### src/rtl/uart_csr_pkg.sv
package uart_csr_pkg;
  localparam int ADDR_W = 4;
  localparam int DATA_W = 8;

  localparam logic [ADDR_W-1:0] OFS_DIV  = 4'd0;
  localparam logic [ADDR_W-1:0] OFS_STAT = 4'd3;
  localparam logic [ADDR_W-1:0] OFS_DATA = 4'd4;

  localparam int STAT_AVAIL_BIT = 0;
  localparam int STAT_ERR_BIT   = 4;

  typedef struct packed {
    logic              err;
    logic [DATA_W-1:0] data;
  } rx_entry_t;

  function automatic logic [DATA_W-1:0] status_byte(input logic avail, input logic err);
    logic [DATA_W-1:0] s;
    s = '0;
    s[STAT_AVAIL_BIT] = avail;
    s[STAT_ERR_BIT]   = err;
    return s;
  endfunction
endpackage

### src/rtl/csr_addr_decode.sv
module csr_addr_decode
  import uart_csr_pkg::*;
(
  input  logic [ADDR_W-1:0] addr,
  input  logic              rd,
  input  logic              wr,
  output logic              sel_div,
  output logic              sel_stat,
  output logic              sel_data,
  output logic              div_we,
  output logic              data_re
);
  always_comb begin
    sel_div  = (addr == OFS_DIV);
    sel_stat = (addr == OFS_STAT);
    sel_data = (addr == OFS_DATA);
    div_we   = wr && sel_div;
    data_re  = rd && sel_data;
  end
endmodule

### src/rtl/baud_div_reg.sv
module baud_div_reg #(
  parameter int               WIDTH = 8,
  parameter logic [WIDTH-1:0] INIT  = '0
) (
  input  logic             clk,
  input  logic             rst_n,
  input  logic             we,
  input  logic [WIDTH-1:0] wdata,
  output logic [WIDTH-1:0] q
);
  always_ff @(posedge clk or negedge rst_n) begin
    if (!rst_n)  q <= INIT;
    else if (we) q <= wdata;
  end
endmodule

### src/rtl/rx_byte_fifo.sv
module rx_byte_fifo
  import uart_csr_pkg::*;
#(
  parameter int DEPTH = 16,
  localparam int AW   = (DEPTH > 1) ? $clog2(DEPTH) : 1,
  localparam int CW   = AW + 1
) (
  input  logic          clk,
  input  logic          rst_n,
  input  logic          w_en,
  input  rx_entry_t     w_entry,
  output logic          w_rdy,
  input  logic          r_en,
  output rx_entry_t     r_entry,
  output logic          r_rdy,
  output logic [CW-1:0] fill,
  output logic          push,
  output logic          pop
);
  rx_entry_t     mem [DEPTH];
  logic [AW-1:0] wptr, rptr;

  function automatic logic [AW-1:0] bump(input logic [AW-1:0] p);
    return (p == AW'(DEPTH - 1)) ? '0 : p + 1'b1;
  endfunction

  assign w_rdy   = (fill != CW'(DEPTH));
  assign r_rdy   = (fill != '0);
  assign push    = w_en && w_rdy;
  assign pop     = r_en && r_rdy;
  assign r_entry = mem[rptr];

  always_ff @(posedge clk) begin
    if (push) mem[wptr] <= w_entry;
  end

  always_ff @(posedge clk or negedge rst_n) begin
    if (!rst_n) begin
      wptr <= '0;
      rptr <= '0;
      fill <= '0;
    end else begin
      if (push) wptr <= bump(wptr);
      if (pop)  rptr <= bump(rptr);
      case ({push, pop})
        2'b10:   fill <= fill + 1'b1;
        2'b01:   fill <= fill - 1'b1;
        default: fill <= fill;
      endcase
    end
  end
endmodule

### src/rtl/uart_rx_csr_bank.sv
module uart_rx_csr_bank
  import uart_csr_pkg::*;
#(
  parameter int               DIV_W     = 8,
  parameter logic [DIV_W-1:0] DIV_RESET = 8'd54,
  parameter int               DEPTH     = 16,
  localparam int              CW        = ((DEPTH > 1) ? $clog2(DEPTH) : 1) + 1
) (
  input  logic              clk,
  input  logic              rst_n,
  input  logic [ADDR_W-1:0] csr_addr,
  input  logic              csr_rd,
  input  logic              csr_wr,
  input  logic [DATA_W-1:0] csr_wdata,
  output logic [DATA_W-1:0] csr_rdata,
  input  logic              rx_valid,
  input  logic [DATA_W-1:0] rx_byte,
  input  logic              rx_err,
  output logic              rx_ready,
  output logic [DIV_W-1:0]  divisor
);
  logic          sel_div, sel_stat, sel_data, div_we, data_re;
  rx_entry_t     head;
  logic          head_vld;
  logic [CW-1:0] fifo_fill;
  logic          push_evt, pop_evt;

  csr_addr_decode u_dec (
    .addr(csr_addr), .rd(csr_rd), .wr(csr_wr),
    .sel_div(sel_div), .sel_stat(sel_stat), .sel_data(sel_data),
    .div_we(div_we), .data_re(data_re)
  );

  baud_div_reg #(.WIDTH(DIV_W), .INIT(DIV_RESET)) u_div (
    .clk(clk), .rst_n(rst_n), .we(div_we),
    .wdata(csr_wdata[DIV_W-1:0]), .q(divisor)
  );

  rx_byte_fifo #(.DEPTH(DEPTH)) u_fifo (
    .clk(clk), .rst_n(rst_n),
    .w_en(rx_valid), .w_entry('{err: rx_err, data: rx_byte}), .w_rdy(rx_ready),
    .r_en(data_re), .r_entry(head), .r_rdy(head_vld),
    .fill(fifo_fill), .push(push_evt), .pop(pop_evt)
  );

  always_comb begin
    csr_rdata = '0;
    if (csr_rd) begin
      if (sel_div)                    csr_rdata = DATA_W'(divisor);
      else if (sel_stat)              csr_rdata = status_byte(head_vld, head_vld && head.err);
      else if (sel_data && head_vld)  csr_rdata = head.data;
    end
  end
endmodule

### config.mk
export PLATFORM = sky130hd
export DESIGN_NAME = uart_rx_csr_bank
export DESIGN_NICKNAME = d
export VERILOG_FILES = /design/src/rtl/uart_csr_pkg.sv /design/src/rtl/csr_addr_decode.sv /design/src/rtl/baud_div_reg.sv /design/src/rtl/rx_byte_fifo.sv /design/src/rtl/uart_rx_csr_bank.sv
export SDC_FILE = /design/constraint.sdc
export NUM_CORES = 1
export LEC_CHECK = 0
export CAP_MARGIN = 20
export CORE_MARGIN = 8
export CORE_UTILIZATION = 45
export DETAILED_ROUTE_END_ITERATION = 10
export DONT_BUFFER_PORTS = 1
export GPL_TIMING_DRIVEN = 0
export PLACE_DENSITY = 0.6
export SYNTH_ARGS = -nofsm -noshare
export SYNTH_HDL_FRONTEND = slang
export SYNTH_HIERARCHICAL = 1
export SYNTH_SLANG_ARGS = --single-unit
### constraint.sdc
create_clock -name clk -period 3.86 [get_ports clk]
set_input_delay 1.158 -clock clk [delete_from_list [all_inputs] [get_ports clk]]
set_output_delay 1.158 -clock clk [all_outputs]
set_load 0.01 [all_outputs]
==> run_results.csv <==
group,metric,value,unit
outcome,status,"finished, final reports clean",
logic_synthesis,netlist_area,6940,um2
logic_synthesis,synth_area_per_cell,18.2,um2
worst_setup_path,crit_path_end_kind,"primary output",
route,avgViaCountPerCell,5.88,
placed_design,place_congestion,0.804,
global_route,grt_usage,0.156,
worst_setup_path,start_kind,"flip-flop",
floorplanning,rows,45,
logic_synthesis,synth-seq-cells,165,
final_layout,fillerInstances,1198,
sta,finalSetupTns,0,ns
hold_path,hold_path.class,"input pin to async pin",
power_and_ir_drop,power_density,677,nW/um2
clock_tree,cts_made_buffers,17,
sta,rsz0062_at_grt,"no",
route,postRouteAntennaNets,0,
route,vias,3537,
worst_setup_path,rr_worst_depth,10,
sta,hold_viol,0,
final_layout,area_growth,11.9,%
global_route,grt_pass1_wl,22400,um
clock_tree,root_buffer,"clkbuf_16",
floorplanning,start_util,0.458,
clock_tree,clock-sinks,165,
sta,period_minus_slack,3.72,ns
final_layout,drive_above_1_share,0.217,
route,wl,14700,um
placed_design,io_buffers,0,
floorplanning,core,15100,um2
final_layout,diodes,0,
route,drc_errors,0,
logic_synthesis,synth_cell_types,45,
sta,slew_violations,0,
global_route,grt.overflow.total,0,
route,drtIter0Drc,275,
logic_synthesis,yosys.area.top_type,"edfxtp_1",
worst_setup_path,startpoint,"u_fifo/rptr[0]",
power_and_ir_drop,p_leak,2.58,nW
power_and_ir_drop,ir_drop,0.000355,V
worst_setup_path,crit_fanout,10,
placed_design,hpwl,9880,um
sta,fin_skew,0.00715,ns
clock_tree,clockBufferDepth,2,
flow_run,maxCapViolations,0,
final_layout,nets,437,
floorplanning,die_w,140,um
floorplanning,io_pins,43,
clock_tree,clkSlewWorstSetupHoldPaths,0.06,ns
logic_synthesis,seq_area_frac_synth,0.699,
sta,fmax,269,MHz
global_route,antenna_found_initial,0,
sta,finalCritPeriodShare,0.963,
clock_tree,htreeDepth,4,
sta,tightestPinTransition,0.971,ns
worst_setup_path,reg2reg_from,"u_fifo/fill[1]",
sta,finalSetupViolations,0,
clock_tree,cts_tree,"done",
logic_synthesis,syn_nets,418,
final_layout,fin_area,7770,um2
logic_synthesis,synthTopCellsByArea,"edfxtp_1 (62%), mux4_2 (7.1%), dfrtp_1 (6.1%)",
floorplanning,die_h,140,um
logic_synthesis,synth_top_area_frac,0.623,
floorplanning,die_area,19700,um2
route,dr.pass1.iters,5,
global_route,grt_max_degree,22,
logic_synthesis,yosysWarnings,6,
worst_setup_path,cp.arrival,2.56,ns
route,wl_per_cell,24.4,um
final_layout,final_common_cell,"edfxtp_1",
worst_setup_path,required,2.70,ns
worst_setup_path,crit_type,"flip-flop to primary output",
global_route,grt_pass1_vias,3602,
sta,max-slew-margin-rel,0.350,
logic_synthesis,synthesis.instances,382,
final_layout,final_cell_mix,"edfxtp_1 (144), mux2i_1 (28), mux4_2 (22), clkbuf_16 (17), dfrtp_1 (17)",
clock_tree,clock_latency,0.42,ns
placed_design,place_area,7200,um2
-- where the power goes --
group | internal (mW) | switching (mW) | total (mW)
Clock | 0.940 | 0.649 | 1.59
Combinational | 0.607 | 0.768 | 1.37
Sequential | 2.17 | 0.123 | 2.29
Total | 3.72 | 1.54 | 5.26
-- cell type report --
class	instances	area [um2]	area share
flip-flops and latches	165	4850	0.625
repair buffers	1	7.51	0.000967
plain buffers	19	131	0.0169
well taps	188	235	0.0303
clock buffers	25	485	0.0625
clock inverters	7	72.6	0.00934
inverters	4	15.0	0.00193
multi-input cells	193	1960	0.253
-- cell families after synthesis --
kind of cell	count (synthesis)	synth area share
XOR/XNOR	6	0.00757
buffers and inverters	24	0.0196
AO/OA/AOI/OAI	54	0.0548
adder cells (fa/ha/maj)	10	0.0191
flip-flops	165	0.699
multiplexers	66	0.154
AND/OR/NAND/NOR	57	0.0454
-- repair_timing --
action | CTS | global route
setup buffers | 0 | 0
pin swaps | 0 | 0
endpoints found under the setup margin | 2 | 2
gates resized for setup | 2 | 5
hold endpoints to repair | 0 | 0
gates cloned | 0 | 0
hold buffers | 0 | 0
-- final timing paths --
check | to | slack, ns
setup / recovery | csr_rdata[0] | 0.14
hold / removal | u_fifo/wptr[1] | 0.43
setup reg to reg | u_fifo/fill[4] | 0.96
hold reg to reg | u_fifo/fill[3] | 0.57
max in group asynchronous | u_div/q[2] | 3.26
min in group clk | u_fifo/fill[3] | 0.57
-- layer usage --
metal	vias to the layer above	part of all wire	routed length [um]	global-route usage
met5	-	0	0	0
met4	0	0.014	201	0.0520
met3	15	0.073	1080	0.0540
met2	129	0.46	6840	0.235
met1	1825	0.45	6580	0.207
li1	1568	-	-	-
-- registers in the layout, indices dropped and copies added, names as in the netlist --
register / flops
u_fifo/mem: 144
u_fifo/wptr: 4
u_fifo/rptr: 4
u_fifo/fill: 5
u_div/q: 8
-- synth_stat cells (all sizes together) --
| master | instances |
|---|---|
| a21boi | 1 |
| a21o | 3 |
| a21oi | 5 |
| a22o | 7 |
| a22oi | 9 |
| a31oi | 1 |
| a32oi | 9 |
| and2 | 5 |
| and3 | 1 |
| buf | 16 |
| clkbuf | 4 |
| dfrtp | 17 |
| dfstp | 4 |
| edfxtp | 144 |
| fa | 1 |
| ha | 9 |
| inv | 4 |
| mux2 | 11 |
| mux2i | 28 |
| mux4 | 27 |
| nand2 | 16 |
| nand2b | 4 |
| nand3 | 3 |
| nand4b | 1 |
| nor2 | 15 |
| nor2b | 2 |
| nor3 | 6 |
| nor4 | 2 |
| nor4b | 1 |
| o211ai | 1 |
| o21a | 1 |
| o21ai | 16 |
| o31ai | 1 |
| or4 | 1 |
| xnor2 | 5 |
| xor2 | 1 |
-- through the flow --
| step | cells | utilization | setup slack, ns | hold slack [ns] | total power, mW |
|---|---|---|---|---|---|
| global placement | 570 | 0.474 | 0.262 | 0.536 | 3.66 |
| finish | 602 | 0.513 | 0.145 | 0.427 | 5.26 |
| CTS | 603 | 0.512 | 0.0238 | 0.400 | 5.30 |
| global route | 602 | 0.513 | 0.0252 | 0.399 | 5.48 |
| detailed placement | 571 | 0.475 | 0.340 | 0.555 | 3.70 |
| floorplan | 382 | - | 0.597 | 0.501 | 3.29 |
-- critical path, cell delays in order, from the launching register on --
cell and delay [ns]:
dfrtp_1 0.36, buf_6 0.15, buf_6 0.19, mux4_1 0.64
a32oi_1 0.23, o21ai_1 0.13, a21oi_1 0.16, o21ai_1 0.08
and2_1 0.19
(Power assumes the default switching activity.)
